## src/rtl/srv_filt_pkg.sv

```systemverilog
package srv_filt_pkg;

    // Default configuration of the filter
    localparam int unsigned DEF_W        = 8;
    localparam int unsigned DEF_WIN      = 32;   // half-width of the acceptance window
    localparam int unsigned DEF_MIN_W    = 80;   // lowest legal pulse width
    localparam int unsigned DEF_MAX_W    = 250;  // first illegal long pulse width
    localparam int unsigned DEF_REJ_MAX  = 5;    // consecutive rejects that trip failsafe
    localparam int unsigned DEF_REC_N    = 48;   // consecutive stop readings that recover

    // Decision taken for one cycle
    typedef enum logic [2:0] {
        EV_NONE,     // nothing strobed
        EV_TAKE,     // width accepted as new command
        EV_REJECT,   // width missed the window, below trip count
        EV_TRIP,     // enter failsafe
        EV_ARM,      // capture error arms the reject count
        EV_TALLY,    // qualifying stop reading while in failsafe
        EV_RESTART,  // failsafe recovery run broken
        EV_RECOVER   // leave failsafe
    } ev_e;

endpackage

```

## src/rtl/srv_range_chk.sv

```systemverilog
module srv_range_chk #(
    parameter int unsigned W     = 8,
    parameter int unsigned MIN_W = 80,
    parameter int unsigned MAX_W = 250
) (
    input  logic [W-1:0] width_i,
    input  logic [W-1:0] stop_i,
    output logic         legal_o,
    output logic         stop_ok_o
);
    localparam logic [W:0] LO_E = (W+1)'(MIN_W);
    localparam logic [W:0] HI_E = (W+1)'(MAX_W);

    logic [W:0] w_e;
    logic [W:0] s_e;
    logic       above_floor;

    always_comb begin
        w_e         = {1'b0, width_i};
        s_e         = {1'b0, stop_i};
        above_floor = (w_e >= LO_E);
        legal_o     = above_floor && (w_e < HI_E);
        stop_ok_o   = above_floor && (w_e <= s_e);
    end
endmodule

```

## src/rtl/srv_win_chk.sv

```systemverilog
module srv_win_chk #(
    parameter int unsigned W   = 8,
    parameter int unsigned WIN = 32
) (
    input  logic [W-1:0] width_i,
    input  logic [W-1:0] centre_i,
    output logic         inside_o
);
    localparam logic [W+1:0] WIN_E = (W+2)'(WIN);

    logic [W+1:0] w_e;
    logic [W+1:0] c_e;

    // extended compare: no wrap at either end of the byte range
    always_comb begin
        w_e      = {2'b00, width_i};
        c_e      = {2'b00, centre_i};
        inside_o = ((w_e + WIN_E) >= c_e) && (w_e < (c_e + WIN_E));
    end
endmodule

```

## src/rtl/srv_sat_cnt.sv

```systemverilog
module srv_sat_cnt #(
    parameter int unsigned LIMIT = 5,
    parameter int unsigned CW    = $clog2(LIMIT + 1)
) (
    input  logic [CW-1:0] cur_i,
    input  logic          clr_i,
    input  logic          load_i,
    input  logic          inc_i,
    output logic [CW-1:0] nxt_o,
    output logic          hit_o
);
    localparam logic [CW-1:0] LIM = CW'(LIMIT);

    always_comb begin
        if (clr_i) begin
            nxt_o = '0;
        end else if (load_i) begin
            nxt_o = LIM;
        end else if (inc_i) begin
            nxt_o = (cur_i >= LIM) ? LIM : cur_i + 1'b1;
        end else begin
            nxt_o = cur_i;
        end
        hit_o = inc_i && !clr_i && !load_i && (nxt_o == LIM);
    end
endmodule

```

## src/rtl/srv_noise_filter.sv

```systemverilog
module srv_noise_filter
    import srv_filt_pkg::*;
#(
    parameter int unsigned W       = DEF_W,
    parameter int unsigned WIN     = DEF_WIN,
    parameter int unsigned MIN_W   = DEF_MIN_W,
    parameter int unsigned MAX_W   = DEF_MAX_W,
    parameter int unsigned REJ_MAX = DEF_REJ_MAX,
    parameter int unsigned REC_N   = DEF_REC_N
) (
    input  logic         clk,
    input  logic         rst_n,
    input  logic [W-1:0] width_i,
    input  logic         width_vld_i,
    input  logic [W-1:0] stop_width_i,
    input  logic         low_volt_i,
    input  logic         cap_err_i,
    output logic [W-1:0] cmd_o,
    output logic         accept_o,
    output logic         bad_sig_o
);
    localparam int unsigned RW = $clog2(REJ_MAX + 1);
    localparam int unsigned CW = $clog2(REC_N + 1);

    typedef struct packed {
        logic          bad;
        logic          lv;
        logic [W-1:0]  last;
        logic [W-1:0]  cmd;
        logic          acc;
        logic [RW-1:0] rej;
        logic [CW-1:0] rec;
    } st_t;

    st_t st_q, st_d;

    logic          legal;
    logic          stop_ok;
    logic          in_win;
    logic          strobe;
    logic [RW-1:0] rej_nxt;
    logic          rej_hit;
    logic [CW-1:0] rec_nxt;
    logic          rec_hit;
    logic [W-1:0]  brake_val;
    ev_e           ev;

    // ---------------- classification helpers ----------------
    srv_range_chk #(.W(W), .MIN_W(MIN_W), .MAX_W(MAX_W)) u_range (
        .width_i   (width_i),
        .stop_i    (stop_width_i),
        .legal_o   (legal),
        .stop_ok_o (stop_ok)
    );

    srv_win_chk #(.W(W), .WIN(WIN)) u_win (
        .width_i  (width_i),
        .centre_i (st_q.last),
        .inside_o (in_win)
    );

    assign strobe = width_vld_i && !cap_err_i;

    // reject counter: counts legal out-of-window widths outside failsafe
    srv_sat_cnt #(.LIMIT(REJ_MAX), .CW(RW)) u_rej (
        .cur_i  (st_q.rej),
        .clr_i  (1'b0),
        .load_i (!st_q.bad && cap_err_i),
        .inc_i  (!st_q.bad && strobe && legal && !in_win),
        .nxt_o  (rej_nxt),
        .hit_o  (rej_hit)
    );

    // recovery counter: counts consecutive stop readings inside failsafe
    srv_sat_cnt #(.LIMIT(REC_N), .CW(CW)) u_rec (
        .cur_i  (st_q.rec),
        .clr_i  (st_q.bad && (cap_err_i || (width_vld_i && !stop_ok))),
        .load_i (1'b0),
        .inc_i  (st_q.bad && strobe && stop_ok),
        .nxt_o  (rec_nxt),
        .hit_o  (rec_hit)
    );

    // brake command: one below stop, floored at zero
    always_comb begin
        if (stop_width_i == '0) begin
            brake_val = '0;
        end else begin
            brake_val = stop_width_i - 1'b1;
        end
    end

    // ---------------- event decision ----------------
    always_comb begin
        ev = EV_NONE;
        if (!st_q.bad) begin
            if (cap_err_i) begin
                ev = EV_ARM;
            end else if (width_vld_i) begin
                if (!legal) begin
                    ev = EV_TRIP;
                end else if (in_win) begin
                    ev = st_q.lv ? EV_TRIP : EV_TAKE;
                end else begin
                    ev = rej_hit ? EV_TRIP : EV_REJECT;
                end
            end
        end else begin
            if (cap_err_i) begin
                ev = EV_RESTART;
            end else if (width_vld_i) begin
                if (!stop_ok) begin
                    ev = EV_RESTART;
                end else begin
                    ev = rec_hit ? EV_RECOVER : EV_TALLY;
                end
            end
        end
    end

    // ---------------- next state ----------------
    always_comb begin
        st_d     = st_q;
        st_d.acc = 1'b0;
        unique case (ev)
            EV_TAKE: begin
                st_d.cmd  = width_i;
                st_d.last = width_i;
                st_d.acc  = 1'b1;
                st_d.rej  = '0;
            end
            EV_REJECT: begin
                st_d.rej = rej_nxt;
            end
            EV_ARM: begin
                st_d.rej = rej_nxt;
            end
            EV_TRIP: begin
                st_d.bad = 1'b1;
                st_d.cmd = brake_val;
                st_d.rej = '0;
                st_d.rec = '0;
            end
            EV_TALLY: begin
                st_d.rec = rec_nxt;
            end
            EV_RESTART: begin
                st_d.rec = rec_nxt;
            end
            EV_RECOVER: begin
                st_d.bad  = 1'b0;
                st_d.lv   = 1'b0;
                st_d.last = width_i;
                st_d.rec  = '0;
                st_d.rej  = '0;
            end
            default: begin
                st_d.rej = st_q.rej;
            end
        endcase
        if (low_volt_i) begin
            st_d.lv = 1'b1;
        end
    end

    always_ff @(posedge clk) begin
        if (!rst_n) begin
            st_q.bad  <= 1'b1;
            st_q.lv   <= 1'b0;
            st_q.last <= '0;
            st_q.cmd  <= '0;
            st_q.acc  <= 1'b0;
            st_q.rej  <= '0;
            st_q.rec  <= '0;
        end else begin
            st_q <= st_d;
        end
    end

    assign cmd_o     = st_q.cmd;
    assign accept_o  = st_q.acc;
    assign bad_sig_o = st_q.bad;

endmodule

```

## config.mk

```make
export PLATFORM = sky130hd
export DESIGN_NAME = srv_noise_filter
export DESIGN_NICKNAME = d
export VERILOG_FILES = /design/src/rtl/srv_filt_pkg.sv /design/src/rtl/srv_range_chk.sv /design/src/rtl/srv_win_chk.sv /design/src/rtl/srv_sat_cnt.sv /design/src/rtl/srv_noise_filter.sv
export SDC_FILE = /design/constraint.sdc
export NUM_CORES = 1
export LEC_CHECK = 0
export ABC_CLOCK_PERIOD_IN_PS = 10000
export CAP_MARGIN = 20
export CORE_AREA = 2 2 70 72
export DETAILED_ROUTE_END_ITERATION = 7
export DIE_AREA = 0 0 72 74
export DONT_BUFFER_PORTS = 1
export GPL_TIMING_DRIVEN = 0
export PLACE_DENSITY = 0.71
export SLEW_MARGIN = 0
export SYNTH_ARGS = -nofsm -noshare
export SYNTH_HDL_FRONTEND = slang
export SYNTH_HIERARCHICAL = 1
export SYNTH_SLANG_ARGS = --single-unit
export TNS_END_PERCENT = 50
```

## constraint.sdc

```tcl
create_clock -name clk -period 10 [get_ports clk]
set_input_delay 2.5 -clock clk [delete_from_list [all_inputs] [get_ports clk]]
set_output_delay 2.5 -clock clk [all_outputs]
set_load 0.1 [all_outputs]
```

==> flow_summary.ini <==
[status]
status = completed

[grt]
track_usage = 0.208
antenna_found_initial = 0
grt_max_degree = 15
grt_pass1_vias = 2034
grt_overflow = 0
grt_first_pass_wirelength_um = 9030

[clocking]
numCtsBuffers = 3
clk_pin_slew_ns = 0.09
htreeDepth = 1
cts_hold_buffers = 0
cts-root-buf = clkbuf_8
cts_tree = built
post_cts_resized = 0
cts_setup_buffers = 0
cts_sinks = 28
worstSkewPairLatency_ns = 0.28
cts.path.max_buffers = 2

[yosys]
yosysMostFrequentCell = inv_1
ys_seq_area_frac = 0.231
netlist.top_cell.by_area = dfxtp_1
ys_warn_count = 6
syn_avg_cell_area_um2 = 7.70
yosys.cell_types.count = 59
synth_edf_count = 0
synthTopCellsByCount = inv_1 (30), dfxtp_1 (28), ha_1 (26), nand3_1 (26), a21oi_1 (24)
ys_seq_elements = 28
syn_area_mm2 = 0.00242
synth_top_area_frac = 0.231
synthFlopType = dfxtp_1
synth_area_leaders = dfxtp_1 (23%), ha_1 (13%), nand3_1 (5.4%), a21oi_1 (5.0%), inv_1 (4.6%)
async_flop_share = 0
syn_inst = 315

[worst_setup_path]
cp_max_fo = 9
cpPeakStageDelay_ns = 0.51
cp_slowest_cell = or4b_4
r2r_setup_slack_ns = 5.89
cp_data_required_time_ns = 10.14
r2r_end = st_q[4]$_SDFFE_PN0P_
crit_top_cell = ha_1
r2r_cells = 15
worst-path-stages = 15
regToRegStartpoint = st_q[23]$_SDFFE_PN0P_
crit_family = compound AO/OA/AOI/OAI gates
arrival_ns = 6.08
cp_cell_sequence = ha_1 > xor2_1 > ha_1 > and3_1 > nor3b_1 > a211oi_1 > a221oi_2 > nor4b_1 > clkbuf_2 > a31oi_2 > a21oi_1 > or4b_4 > and3_4 > a31oi_1 > o22ai_1
path_buf_inv = 1
setup.worst_path.start_class = input pin
critPathCaptureType = register
criticalPathCategory = input pin to register

[floorplanning]
die_h_um = 74
die_area_mm2 = 0.00533
core_mm2 = 0.00460
die-width_um = 72
core.rowCount = 25
io_pins = 31
initial_utilization = 0.527

[placed_design]
place_hpwl_um = 4140
gp_routability_congestion = 0.849
port_buffers = 0

[layout]
nNetsFinal = 376
fillers = 447
areaGrowthSynthToFinish_pct = 5.93
drive_above_1_share = 0.0887
diodes = 0

[route]
drc_errors = 0
drt_wl_total_um = 5410
wl_per_cell_um = 14.2
vias = 2252
drt_iter0_drc = 99
viasPerCell = 5.91
drtPass1Iterations = 4
ant_nets = 0

[sta]
layout_min_cycle_time_ns = 5.94
worst_pin_slew_ns = 1.11
relSlewSlack = 0.258
setup_tns_ns = 0
slew_viol_final = 0
max_freq_ghz = 0.168
fin_hold_ws_ns = 0.468
hold_violations = 0
rsz0062_at_grt = false
fin_crit_sh = 0.594
skew_ns = 0.00848
report.final.setup_viol = 0

[pwr]
ir_drop_v = 0.0000708
p_leak_uw = 0.000975
power_density_mw_per_mm2 = 84.2

[hold_path]
hold_end = st_q[22]$_SDFFE_PN0P_
min_path_cells = 2
hold_class = register to register
hold_start = st_q[22]$_SDFFE_PN0P_

[run]
drv_cap = 0
[how the worst max path moves through the flow]
stage	start	to	slack, ns
final	width_i[5]	st_q[4]$_SDFFE_PN0P_	4.06
after global routing	width_i[5]	st_q[4]$_SDFFE_PN0P_	3.84
after CTS	width_i[5]	cmd_o[4]$_SDFFE_PN0P_	4.08
after detailed placement	width_i[5]	cmd_o[4]$_SDFFE_PN0P_	3.80
after global placement	width_i[5]	st_q[4]$_SDFFE_PN0P_	3.83
after floorplan	width_i[5]	cmd_o[7]$_SDFFE_PN0P_	4.30
[flip-flops by register name (all words and copies together), names as in the netlist]
signal,flops
st_q,18
bad_sig_o,1
accept_o,1
cmd_o,8
[placed cells by master (no fill, tap or decap), types with 9 or more instances in the layout]
cell and count:
dfxtp_1 28, nor2_1 17, inv_1 30, o21ai_0 15, nand3_1 26, conb_1 9, nand2_1 23, ha_1 26
buf_4 9, a31oi_1 9, a21oi_1 24
[tightest hold or removal path, delay by kind of cell (launching register included)]
family | cells | cell delay, ns
flops | 1 | 0.32
simple gates | 1 | 0.06
compound gates | 1 | 0.05
[power breakdown]
group | leakage (µW) | total [µW] | switching (µW) | internal (µW)
Clock | 0.0000216 | 62.2 | 35.1 | 27.1
Sequential | 0.000226 | 113 | 0.881 | 112
Combinational | 0.000727 | 41.0 | 23.9 | 17.1
[metrics by stage]
stage,util,total power [µW],setup WS [ns],cell area (µm²),std cells
2_1_floorplan,-,149,4.30,2450,323
4_1_cts,0.558,217,4.08,2560,380
5_1_grt,0.559,229,3.84,2570,381
3_5_place_dp,0.549,156,3.80,2520,377
6_report,0.559,216,4.06,2570,381
3_3_place_gp,0.549,155,3.83,2520,377
[layout make-up]
type                            count  area [µm²]  area share
Multi-Input combinational cell    247        1670       0.651
Sequential cell                    28         561       0.218
Inverter                           31         116      0.0453
Buffer                             17         106      0.0414
Tap cell                           54        67.6      0.0263
Clock buffer                        3        41.3      0.0161
Timing Repair Buffer                1        5.00     0.00195
[logic make-up after synthesis]
family,count (synthesis),share of synthesized area
simple gates,116,0.270
fa+ha+maj,26,0.134
other cells,1,0.00155
mux,1,0.00413
compound gates,84,0.227
flops,28,0.231
xor+xnor,11,0.0397
buf+inv,48,0.0918
[routing by layer]
layer / up-vias / GRT usage / part of all wire
met5: - / 0 / 0
met4: 0 / 0.0419 / 0.0092
met3: 6 / 0.0393 / 0.041
met2: 42 / 0.356 / 0.48
met1: 1042 / 0.276 / 0.47
li1: 1162 / - / -
Power figures use the tool's default switching activity.
